**src/rtl/sar_pkg.sv**
```systemverilog
package sar_pkg;

    localparam int CFG_WORD_BITS = 6;
    // Positions inside the shifted configuration word (first bit lands at the top)
    localparam int POS_SINGLE = 5;
    localparam int POS_ODD    = 4;
    localparam int POS_UNI    = 1;

    typedef enum logic [1:0] {
        ST_AWAKE = 2'd0,
        ST_CONV  = 2'd1,
        ST_SLEEP = 2'd2
    } stat_e;

    typedef struct packed {
        logic single;
        logic odd;
        logic uni;
    } cfg_t;

    localparam cfg_t CFG_RESET = '{single: 1'b0, odd: 1'b0, uni: 1'b1};

endpackage

```
**src/rtl/sar_sync.sv**
```systemverilog
module sar_sync #(
    parameter int WIDTH  = 3,
    parameter int STAGES = 2
) (
    input  logic             clk,
    input  logic             rst_n,
    input  logic [WIDTH-1:0] async_i,
    output logic [WIDTH-1:0] level_o
);
    logic [WIDTH-1:0] pipe_d [STAGES];
    logic [WIDTH-1:0] pipe_q [STAGES];

    always_comb begin
        pipe_d[0] = async_i;
        for (int i = 1; i < STAGES; i++) begin
            pipe_d[i] = pipe_q[i-1];
        end
    end

    always_ff @(posedge clk or negedge rst_n) begin
        if (!rst_n) begin
            for (int i = 0; i < STAGES; i++) pipe_q[i] <= '0;
        end else begin
            for (int i = 0; i < STAGES; i++) pipe_q[i] <= pipe_d[i];
        end
    end

    assign level_o = pipe_q[STAGES-1];
endmodule

```
**src/rtl/sar_engine.sv**
```systemverilog
module sar_engine #(
    parameter int BITS        = 12,
    parameter int CONV_CYCLES = BITS + 1
) (
    input  logic            clk,
    input  logic            rst_n,
    input  logic            go_i,
    input  logic [BITS-1:0] code_i,
    input  logic            bipolar_i,
    output logic            done_o,
    output logic [BITS-1:0] result_o
);
    localparam int CW = $clog2(CONV_CYCLES + 1);
    localparam logic [CW-1:0]   LAST    = CW'(CONV_CYCLES - 1);
    localparam logic [BITS-1:0] MSB_ONE = {1'b1, {(BITS-1){1'b0}}};

    typedef struct packed {
        logic            busy;
        logic [CW-1:0]   cnt;
        logic [BITS-1:0] held;
        logic [BITS-1:0] sar;
        logic [BITS-1:0] result;
        logic            bip;
        logic            done;
    } eng_t;

    eng_t q, n;
    logic [BITS-1:0] weight;
    logic [BITS-1:0] trial;

    always_comb begin
        n      = q;
        n.done = 1'b0;
        weight = MSB_ONE >> q.cnt;   // zero once every bit is resolved
        trial  = q.sar | weight;
        if (!q.busy) begin
            if (go_i) begin
                n.busy = 1'b1;
                n.cnt  = '0;
                n.held = code_i;
                n.sar  = '0;
                n.bip  = bipolar_i;
            end
        end else begin
            if (weight != '0 && trial <= q.held) n.sar = trial;
            if (q.cnt == LAST) begin
                n.busy   = 1'b0;
                n.done   = 1'b1;
                n.result = q.bip ? (q.sar ^ MSB_ONE) : q.sar;
            end else begin
                n.cnt = q.cnt + 1'b1;
            end
        end
    end

    always_ff @(posedge clk or negedge rst_n) begin
        if (!rst_n) q <= '0;
        else        q <= n;
    end

    assign done_o   = q.done;
    assign result_o = q.result;

    // the resolved word reproduces the held input code
    a_r2_unipolar_exact: assert property (@(posedge clk) disable iff (!rst_n)
        q.done && !q.bip |-> q.result == q.held);
    a_r9_bipolar_offset: assert property (@(posedge clk) disable iff (!rst_n)
        q.done && q.bip |-> q.result == (q.held ^ MSB_ONE));
    // a conversion ends only after its last counted cycle
    a_r12_length: assert property (@(posedge clk) disable iff (!rst_n)
        q.done |-> $past(q.busy) && $past(q.cnt) == LAST);
endmodule

```
**src/rtl/sar_serial.sv**
```systemverilog
module sar_serial
    import sar_pkg::*;
#(
    parameter int BITS = 12
) (
    input  logic            clk,
    input  logic            rst_n,
    input  logic            load_i,
    input  logic [BITS-1:0] result_i,
    input  logic            clear_acq_i,
    input  logic            active_i,
    input  logic            sclk_rise_i,
    input  logic            sclk_fall_i,
    input  logic            sdi_i,
    output logic            data_o,
    output logic            acq_o,
    output cfg_t            pend_o
);
    localparam int RW = $clog2(CFG_WORD_BITS + 1);
    localparam logic [RW-1:0] FULL = RW'(CFG_WORD_BITS);

    typedef struct packed {
        logic [BITS-1:0]          shreg;
        logic [RW-1:0]            rcnt;
        logic [CFG_WORD_BITS-1:0] word;
        cfg_t                     pend;
        logic                     acq;
    } ser_t;

    ser_t q, n;
    logic [CFG_WORD_BITS-1:0] word_next;

    always_comb begin
        n         = q;
        word_next = {q.word[CFG_WORD_BITS-2:0], sdi_i};
        if (load_i) begin
            n.shreg = result_i;
            n.rcnt  = '0;
            n.acq   = 1'b0;
        end else begin
            if (clear_acq_i) n.acq = 1'b0;
            if (active_i) begin
                if (sclk_fall_i) n.shreg = {q.shreg[BITS-2:0], 1'b0};
                if (sclk_rise_i && q.rcnt < FULL) begin
                    n.word = word_next;
                    n.rcnt = q.rcnt + 1'b1;
                    if (q.rcnt == FULL - 1'b1) begin
                        n.pend.single = word_next[POS_SINGLE];
                        n.pend.odd    = word_next[POS_ODD];
                        n.pend.uni    = word_next[POS_UNI];
                        n.acq         = 1'b1;
                    end
                end
            end
        end
    end

    always_ff @(posedge clk or negedge rst_n) begin
        if (!rst_n) begin
            q      <= '0;
            q.pend <= CFG_RESET;
        end else begin
            q <= n;
        end
    end

    assign data_o = q.shreg[BITS-1];
    assign acq_o  = q.acq;
    assign pend_o = q.pend;

    // no more than six configuration bits per frame
    a_r7_count_cap: assert property (@(posedge clk) disable iff (!rst_n)
        q.rcnt <= FULL);
    // acquisition begins only once the sixth bit is in
    a_r8_acq_after_sixth: assert property (@(posedge clk) disable iff (!rst_n)
        $rose(q.acq) |-> q.rcnt == FULL);
    // a falling serial edge advances one bit toward B0
    a_r6_shift_left: assert property (@(posedge clk) disable iff (!rst_n)
        active_i && sclk_fall_i && !load_i |=> q.shreg == {$past(q.shreg[BITS-2:0]), 1'b0});
endmodule

```
**src/rtl/sar_adc_port.sv**
```systemverilog
module sar_adc_port
    import sar_pkg::*;
#(
    parameter int RES_BITS    = 12,
    parameter int CONV_CYCLES = RES_BITS + 1,
    parameter int SYNC_STAGES = 2
) (
    input  logic                clk,
    input  logic                rst_n,
    input  logic                conv_start_i,
    input  logic                sclk_i,
    input  logic                sdi_i,
    input  logic [RES_BITS-1:0] sample_i,
    output logic                sdo_o,
    output logic                sdo_oe_o,
    output logic                acq_o,
    output logic [1:0]          status_o,
    output logic [2:0]          cfg_o
);
    typedef struct packed {
        stat_e state;
        cfg_t  cfg;
        logic  start_prev;
        logic  sclk_prev;
    } top_t;

    top_t q, n;
    logic [2:0]          sync_lvl;
    logic                start_lvl, sclk_lvl, sdi_lvl;
    logic                start_rise, sclk_rise, sclk_fall, go;
    logic                done;
    logic [RES_BITS-1:0] result;
    logic                ser_data, out_en;
    cfg_t                pend;

    sar_sync #(.WIDTH(3), .STAGES(SYNC_STAGES)) u_sync (
        .clk     (clk),
        .rst_n   (rst_n),
        .async_i ({conv_start_i, sclk_i, sdi_i}),
        .level_o (sync_lvl)
    );
    assign {start_lvl, sclk_lvl, sdi_lvl} = sync_lvl;

    assign start_rise = start_lvl & ~q.start_prev;
    assign sclk_rise  = sclk_lvl & ~q.sclk_prev;
    assign sclk_fall  = ~sclk_lvl & q.sclk_prev;
    assign go         = start_rise && (q.state != ST_CONV);
    assign out_en     = (q.state == ST_AWAKE) && !start_lvl;

    sar_engine #(.BITS(RES_BITS), .CONV_CYCLES(CONV_CYCLES)) u_engine (
        .clk       (clk),
        .rst_n     (rst_n),
        .go_i      (go),
        .code_i    (sample_i),
        .bipolar_i (~pend.uni),
        .done_o    (done),
        .result_o  (result)
    );

    sar_serial #(.BITS(RES_BITS)) u_serial (
        .clk         (clk),
        .rst_n       (rst_n),
        .load_i      (done),
        .result_i    (result),
        .clear_acq_i (go),
        .active_i    (out_en),
        .sclk_rise_i (sclk_rise),
        .sclk_fall_i (sclk_fall),
        .sdi_i       (sdi_lvl),
        .data_o      (ser_data),
        .acq_o       (acq_o),
        .pend_o      (pend)
    );

    always_comb begin
        n            = q;
        n.start_prev = start_lvl;
        n.sclk_prev  = sclk_lvl;
        unique case (q.state)
            ST_CONV:  if (done) n.state = start_lvl ? ST_SLEEP : ST_AWAKE;
            ST_SLEEP: if (!start_lvl) n.state = ST_AWAKE;
            default:  ;
        endcase
        if (go) begin
            n.state = ST_CONV;
            n.cfg   = pend;
        end
    end

    always_ff @(posedge clk or negedge rst_n) begin
        if (!rst_n) begin
            q       <= '0;
            q.state <= ST_AWAKE;
            q.cfg   <= CFG_RESET;
        end else begin
            q <= n;
        end
    end

    assign sdo_oe_o = out_en;
    assign sdo_o    = out_en & ser_data;
    assign status_o = q.state;
    assign cfg_o    = q.cfg;

    // a conversion runs to its end whatever the start line does
    a_r1_hold_conv: assert property (@(posedge clk) disable iff (!rst_n)
        q.state == ST_CONV && !done |=> q.state == ST_CONV);
    // start still high at the end sends the block to sleep
    a_r3_enter_sleep: assert property (@(posedge clk) disable iff (!rst_n)
        q.state == ST_CONV && done && start_lvl |=> q.state == ST_SLEEP);
    a_r3_wake: assert property (@(posedge clk) disable iff (!rst_n)
        q.state == ST_SLEEP && !start_lvl |=> q.state == ST_AWAKE);
    // start already low at the end keeps the block awake
    a_r4_stay_awake: assert property (@(posedge clk) disable iff (!rst_n)
        q.state == ST_CONV && done && !start_lvl |=> q.state == ST_AWAKE);
    // the pad is never driven during a conversion or in sleep
    a_r5_quiet: assert property (@(posedge clk) disable iff (!rst_n)
        q.state != ST_AWAKE |-> !sdo_oe_o && !sdo_o);
    // the active configuration changes only at a conversion start
    a_r10_cfg_at_start: assert property (@(posedge clk) disable iff (!rst_n)
        !go |=> $stable(q.cfg));
endmodule

```
**config.mk**
```make
export PLATFORM = sky130hd
export DESIGN_NAME = sar_adc_port
export DESIGN_NICKNAME = d
export VERILOG_FILES = /design/src/rtl/sar_pkg.sv /design/src/rtl/sar_sync.sv /design/src/rtl/sar_engine.sv /design/src/rtl/sar_serial.sv /design/src/rtl/sar_adc_port.sv
export SDC_FILE = /design/constraint.sdc
export NUM_CORES = 1
export LEC_CHECK = 0
export BUFFER_PORTS_ARGS = -buffer_cell sky130_fd_sc_hd__clkbuf_2
export CORE_MARGIN = 2
export CORE_UTILIZATION = 50
export CTS_BUF_LIST = sky130_fd_sc_hd__clkbuf_2
export DETAILED_ROUTE_END_ITERATION = 12
export GPL_TIMING_DRIVEN = 1
export PLACE_DENSITY = 0.71
export RECOVER_POWER = 100
export SYNTH_ARGS = -nofsm -noshare
export SYNTH_HDL_FRONTEND = slang
export SYNTH_SLANG_ARGS = --single-unit
```
**constraint.sdc**
```tcl
create_clock -name clk -period 2.8 [get_ports clk]
set_input_delay 0.56 -clock clk [delete_from_list [all_inputs] [get_ports clk]]
set_output_delay 0.56 -clock clk [all_outputs]
set_load 0.02 [all_outputs]
```
Word-level counts from Yosys, hierarchy flattened
Index checks and enable logic that the tools add are counted.
{"block": "op_classes", "n_mux": 21, "eq_ne": 9, "n_reduce_logical": 21, "n_bitwise": 12, "n_lt_le_gt_ge": 2, "shift": 1, "n_addsub": 2}
{"cell": "$mux W12", "n": 4}
{"cell": "$mux W29", "n": 1}
{"cell": "$mux W25", "n": 1}
{"cell": "$mux W15", "n": 1}
{"cell": "$mux W13", "n": 1}
{"cell": "$le A12 B12 Y1", "n": 1}
{"cell": "$or A12 B12 Y12", "n": 1}
{"cell": "$reduce_and A2 Y1", "n": 6}
{"cell": "$reduce_bool A12 Y1", "n": 1}
{"cell": "$shr A12 B4 Y12 const A", "n": 1}
{"cell": "$mux W5", "n": 2}
{"cell": "$mux W4", "n": 2}
{"cell": "$reduce_bool A2 Y1", "n": 4}
{"cell": "$not A1 Y1", "n": 7}
{"cell": "$mux W2", "n": 3}
{"cell": "$reduce_and A3 Y1", "n": 2}
{"cell": "$mux W1", "n": 5}
{"cell": "$add A4 B1 Y4 const B", "n": 1}
{"cell": "$and A1 B1 Y1", "n": 4}
{"cell": "$eq A4 B4 Y1 const B", "n": 1}
{"cell": "$logic_and A1 B1 Y1", "n": 4}
{"cell": "$ne A2 B2 Y1 const B", "n": 2}
{"cell": "$pmux W2 S2", "n": 1}
{"cell": "$reduce_and A4 Y1", "n": 1}
{"cell": "11 further kinds", "n": 11}
{"block": "word_totals", "reg_bits": 81, "out_inout_bits": 8, "inputBits": 17, "word_cells": 90}

Longest topological paths before layout
{"block": "depth", "ltp_word": 8, "mapped_depth": 11, "ltp_nobuf": 10}

By module
From an unflattened synthesis, not the netlist that was laid out.
{"block": "unflattened", "hier_cells": 375, "hier_area_um2": 3976.3}
{"mod": "sar_engine", "area_each_um2": 2373.5, "seq_area_each_um2": 1076.0, "instances": 1, "cells_each": 244}
{"mod": "sar_serial", "area_each_um2": 1112.3, "seq_area_each_um2": 601.8, "instances": 1, "cells_each": 96}
{"mod": "sar_adc_port", "area_each_um2": 340.3, "seq_area_each_um2": 176.4, "instances": 1, "cells_each": 29}
{"mod": "sar_sync", "area_each_um2": 150.1, "seq_area_each_um2": 150.1, "instances": 1, "cells_each": 6}

Least setup slack after synthesis
OpenSTA, ideal clock, no wires.
{"block": "synth_timing", "kind": "register to register", "start": "register u_engine.q[38] (netlist bit)", "end": "register u_engine.q[16] (netlist bit)", "required_time_ns": 2.722, "path_slack_ns": 0.344, "t_arrival_ns": 2.378, "stages_incl_launch_ff": 11, "n_path_buf": 0, "synth_period_minus_slack_ns": 2.456, "path_cell_list": "dfrtp_1 > ha_1 > ha_1 > nor2b_1 > or2_2 > ha_1 > nand4_1 > or3_1 > nor2_1 > a41oi_4 > o21ai_1"}
{"block": "synth_between", "elab_chain_cells": 6}
{"element": "from (decl)", "line_no": "sar_engine.sv:27", "source": "eng_t q, n;"}
{"element": "from (signal assigned)", "line_no": "sar_engine.sv:58", "source": "else q <= n;"}
{"element": "$shr A12 B4 Y12 *", "line_no": "sar_engine.sv:34", "source": "weight = MSB_ONE >> q.cnt;"}
{"element": "$or A12 B12 Y12", "line_no": "sar_engine.sv:35", "source": "trial = q.sar | weight;"}
{"element": "$le A12 B12 Y1", "line_no": "sar_engine.sv:45", "source": "if (weight != '0 && trial <= q.held) n.sar = trial;"}
{"element": "$logic_and A1 B1 Y1", "line_no": "sar_engine.sv:45"}
{"element": "$ne A2 B2 Y1 (no source line)"}
{"element": "$reduce_and A2 Y1 (no source line)"}
Mark *: on every way between the ends. The rest lies on a longest branch, timed or not. The select of a mux whose other input is x is not followed.
A chain may end at the register's enable or synchronous reset.

Final worst setup path
{"block": "layout_timing", "start": "register u_engine.q[38] (netlist bit)", "end": "register u_engine.q[20] (netlist bit)"}
The elaborated chain is that of the path after synthesis.

==> impl_metrics.json <==
{
  "max_stage_delay_ps": 480,
  "cts_buffers": 9,
  "clkLatencyLatePin_ps": 490,
  "first_iter_violations": 84,
  "portBuffers": 24,
  "post_cts_buffers": 0,
  "p_comb_share_pct": 35.0,
  "pre_cts_slack_ps": 132.9,
  "synth-seq-cells": 80,
  "hold_viol": 0,
  "cts_root_buf": "clkbuf_2",
  "grt_first_pass_wirelength_um": 11500,
  "timing.rr.end": "u_engine.q[20]",
  "netlist_top_cells_area": "dfrtp_1 53%, nand2_1 8.3%, ha_1 6.8%",
  "worst_ep_required_time_ps": 3230,
  "start_util_pct": 51.25,
  "synth_top_area_cell": "dfrtp_1",
  "die_y_um": 89.99,
  "p_leak_uw": 0.001989,
  "synth-edff-count": 0,
  "synth_fp_nets": 402,
  "synth_top_cell_area_share_pct": 52.79,
  "area_growth_pct": 5.990,
  "overflow": 0,
  "crit_arrival_ps": 3080,
  "setup_tns_ps": 0,
  "crit_type": "reg2reg",
  "track_usage_pct": 17.54,
  "synth_cell_types": 43,
  "max_freq_mhz": 378.0,
  "pwr-share-seq_pct": 51.0,
  "htree_levels": 3,
  "p_sw_uw": 1270,
  "rsz0062_at_grt": "false",
  "detailed_place_hpwl_um": 4905,
  "cp_num_cells": 10,
  "synthAdderAreaFrac_pct": 6.768,
  "dp_cells": 473,
  "reg2reg_from": "u_engine.q[38]",
  "synth_top_family_by_area": "simple AND/OR/NAND/NOR gates",
  "ys.flop_type": "dfrtp_1",
  "syn_area_mm2": 0.003697,
  "critPathLaunch": "u_engine.q[38]",
  "worst_pin_slew_ps": 1112,
  "ios": 25,
  "antenna_cells": 0,
  "ant_nets": 0,
  "regToRegSetupSlack_ps": 150,
  "post_drt_wl_per_cell_um": 13.40,
  "power_density_mw_per_mm2": 851.7,
  "avgViaCountPerCell": 5.106,
  "fin_cells": 489,
  "reg2reg_depth": 10,
  "clock_sinks": 80,
  "cp-end-kind": "register",
  "fin_nets": 423,
  "synth.yosys.seq_area_share_pct": 54.21,
  "antenna_found_initial": 0,
  "cp_num_buf_inv": 0,
  "hold_end": "u_sync.pipe_d[0]",
  "fillers": 696,
  "cp-start-kind": "register",
  "outcome": "completed",
  "synth_most_common_cell": "nand2_1",
  "p_clk_share_pct": 14.0,
  "grt_pass1_vias": 2472,
  "placementRows": 31,
  "peakVddDrop_mv": 0.3785,
  "ys_async_sr_fraction_pct": 100.0,
  "min_from": "sdi_i",
  "synth_compound_area_share_pct": 11.07,
  "drc": 0,
  "setup_slack_ps": 154.6,
  "synth_warnings": 0,
  "core_area_mm2": 0.007214,
  "max_slew_margin_pct": 25.60,
  "layout-drive-gt1-share_pct": 12.56,
  "sw_frac_of_total_pct": 38.05,
  "drt_first_pass_iters": 4,
  "grt_start_max_net_pins": 42,
  "yosys.area_share.simple_pct": 14.72,
  "setup_viol": 0,
  "gp_congestion": 0.9353,
  "finalMaxSlewViolations": 0,
  "cts_tree": "built",
  "whs_path_depth": 1,
  "finClkSkew_ps": 22.38,
  "p_int_uw": 2068,
  "synthMuxAreaShare_pct": 6.870,
  "critical_path.top_delay_family": "simple AND/OR/NAND/NOR gates",
  "whs_ps": 154.3,
  "dieArea_mm2": 0.008098,
  "path_clk_slew_ps": 190,
  "slowest_stage": "dfrtp_1",
  "netlist_top_cells_count": "82 x nand2_1, 78 x dfrtp_1, 28 x inv_1, 27 x o21ai_0, 20 x ha_1",
  "period_minus_slack_ps": 2645,
  "maxCapViolCount": 0,
  "crit_chain": "ha_1, ha_1, nor2b_1, or2_2, ha_1, nand4_1, or3_1, nor2_2, a41oi_4, o21ai_0",
  "crit_top_cell": "ha_1",
  "synth_xor_area_share_pct": 0.9475,
  "totalWireLength_um": 6554,
  "fp.dieW_um": 89.99,
  "synthCells": 365,
  "period_share_pct": 94.48,
  "hp-class": "in2reg",
  "syn_area_per_cell_um2": 10.13,
  "vias": 2497,
  "cts_buffer_depth": 2,
  "crit_fanout": 9
}
[what timing repair did]
action / 4_1_cts / 5_1_grt
resized for setup: 0 / 1
endpoints found under the hold margin: 26 / 0
hold buffers: 1 / 0
setup endpoints to repair: 0 / 7
[stage by stage]
stage / total power, uW / util [%] / cell area, um^2
4_1_cts: 3383 / 54.93 / 3963
2_1_floorplan: 2579 / - / 3697
5_1_grt: 3636 / 54.32 / 3919
3_3_place_gp: 2849 / 53.76 / 3879
6_report: 3338 / 54.32 / 3919
3_5_place_dp: 2912 / 53.76 / 3879
[area by class of cell]
type	instances	area, um^2	share of cell area, %
inverters	28	105.1	2.682
clock buffers	13	65.06	1.660
flip-flops and latches	80	2004	51.15
clock inverters	2	8.758	0.2235
well taps	99	123.9	3.161
multi-input cells	238	1475	37.64
repair buffers	29	136.4	3.480
[power by group through the flow]
stage / clock, uW / combinational [uW] / sequential, uW
floorplan: 0 / 951 / 1630
global placement: 0 / 1140 / 1710
detailed placement: 0 / 1180 / 1730
CTS: 487 / 1190 / 1710
global route: 545 / 1350 / 1750
finish: 467 / 1170 / 1700
[worst max-delay path by stage]
stage / endpoint
2_1_floorplan: u_engine.q[16]
3_3_place_gp: u_engine.q[23]
3_5_place_dp: u_engine.q[16]
4_1_cts: u_engine.q[16]
5_1_grt: u_engine.q[20]
6_report: u_engine.q[20]
[routing by layer]
metal | routed length (um) | share of wire (%) | vias up | global-route usage [%]
li1 | - | - | 1255 | -
met1 | 3160 | 48 | 1179 | 23.84
met2 | 2978 | 45 | 52 | 27.34
met3 | 293 | 4.5 | 11 | 5.365
met4 | 121 | 1.8 | 0 | 5.385
met5 | 0 | 0 | - | 0
[logic make-up after synthesis]
group                    Yosys count
multiplexers                      24
AND/OR/NAND/NOR                  122
AO/OA/AOI/OAI                     68
adder cells (fa/ha/maj)           20
XOR/XNOR                           4
buffers and inverters             47
flip-flops                        80
[registers in the layout, indices dropped and copies added (netlist names)]
name / count
u_serial.acq_o: 1
u_serial.q: 19
u_serial.pend_o: 3
u_engine.q: 30
u_engine.done_o: 1
cfg_o: 3
u_sync.pipe_d: 3
status_o: 2
u_sync.level_o: 3
u_serial.data_o: 1
q: 2
u_engine.result_o: 12
[layout by cell type (no fill, tap or decap), types with 2 or more instances in the layout]
| cell | n |
|---|---|
| a21o_1 | 3 |
| a21oi_1 | 15 |
| a31oi_1 | 4 |
| clkbuf_1 | 11 |
| clkbuf_2 | 30 |
| dfrtp_1 | 78 |
| dfstp_2 | 2 |
| ha_1 | 20 |
| inv_1 | 28 |
| mux2_2 | 11 |
| mux2i_1 | 13 |
| nand2_1 | 82 |
| nand2b_1 | 2 |
| nand3_1 | 5 |
| nand3b_1 | 2 |
| nand4_1 | 4 |
| nor2_1 | 12 |
| nor2b_1 | 3 |
| o21ai_0 | 28 |
| o21ai_1 | 8 |
| o22ai_1 | 2 |
| or2_2 | 2 |
| or3_1 | 2 |
| xnor2_1 | 3 |
Power figures use the tool's default switching activity.
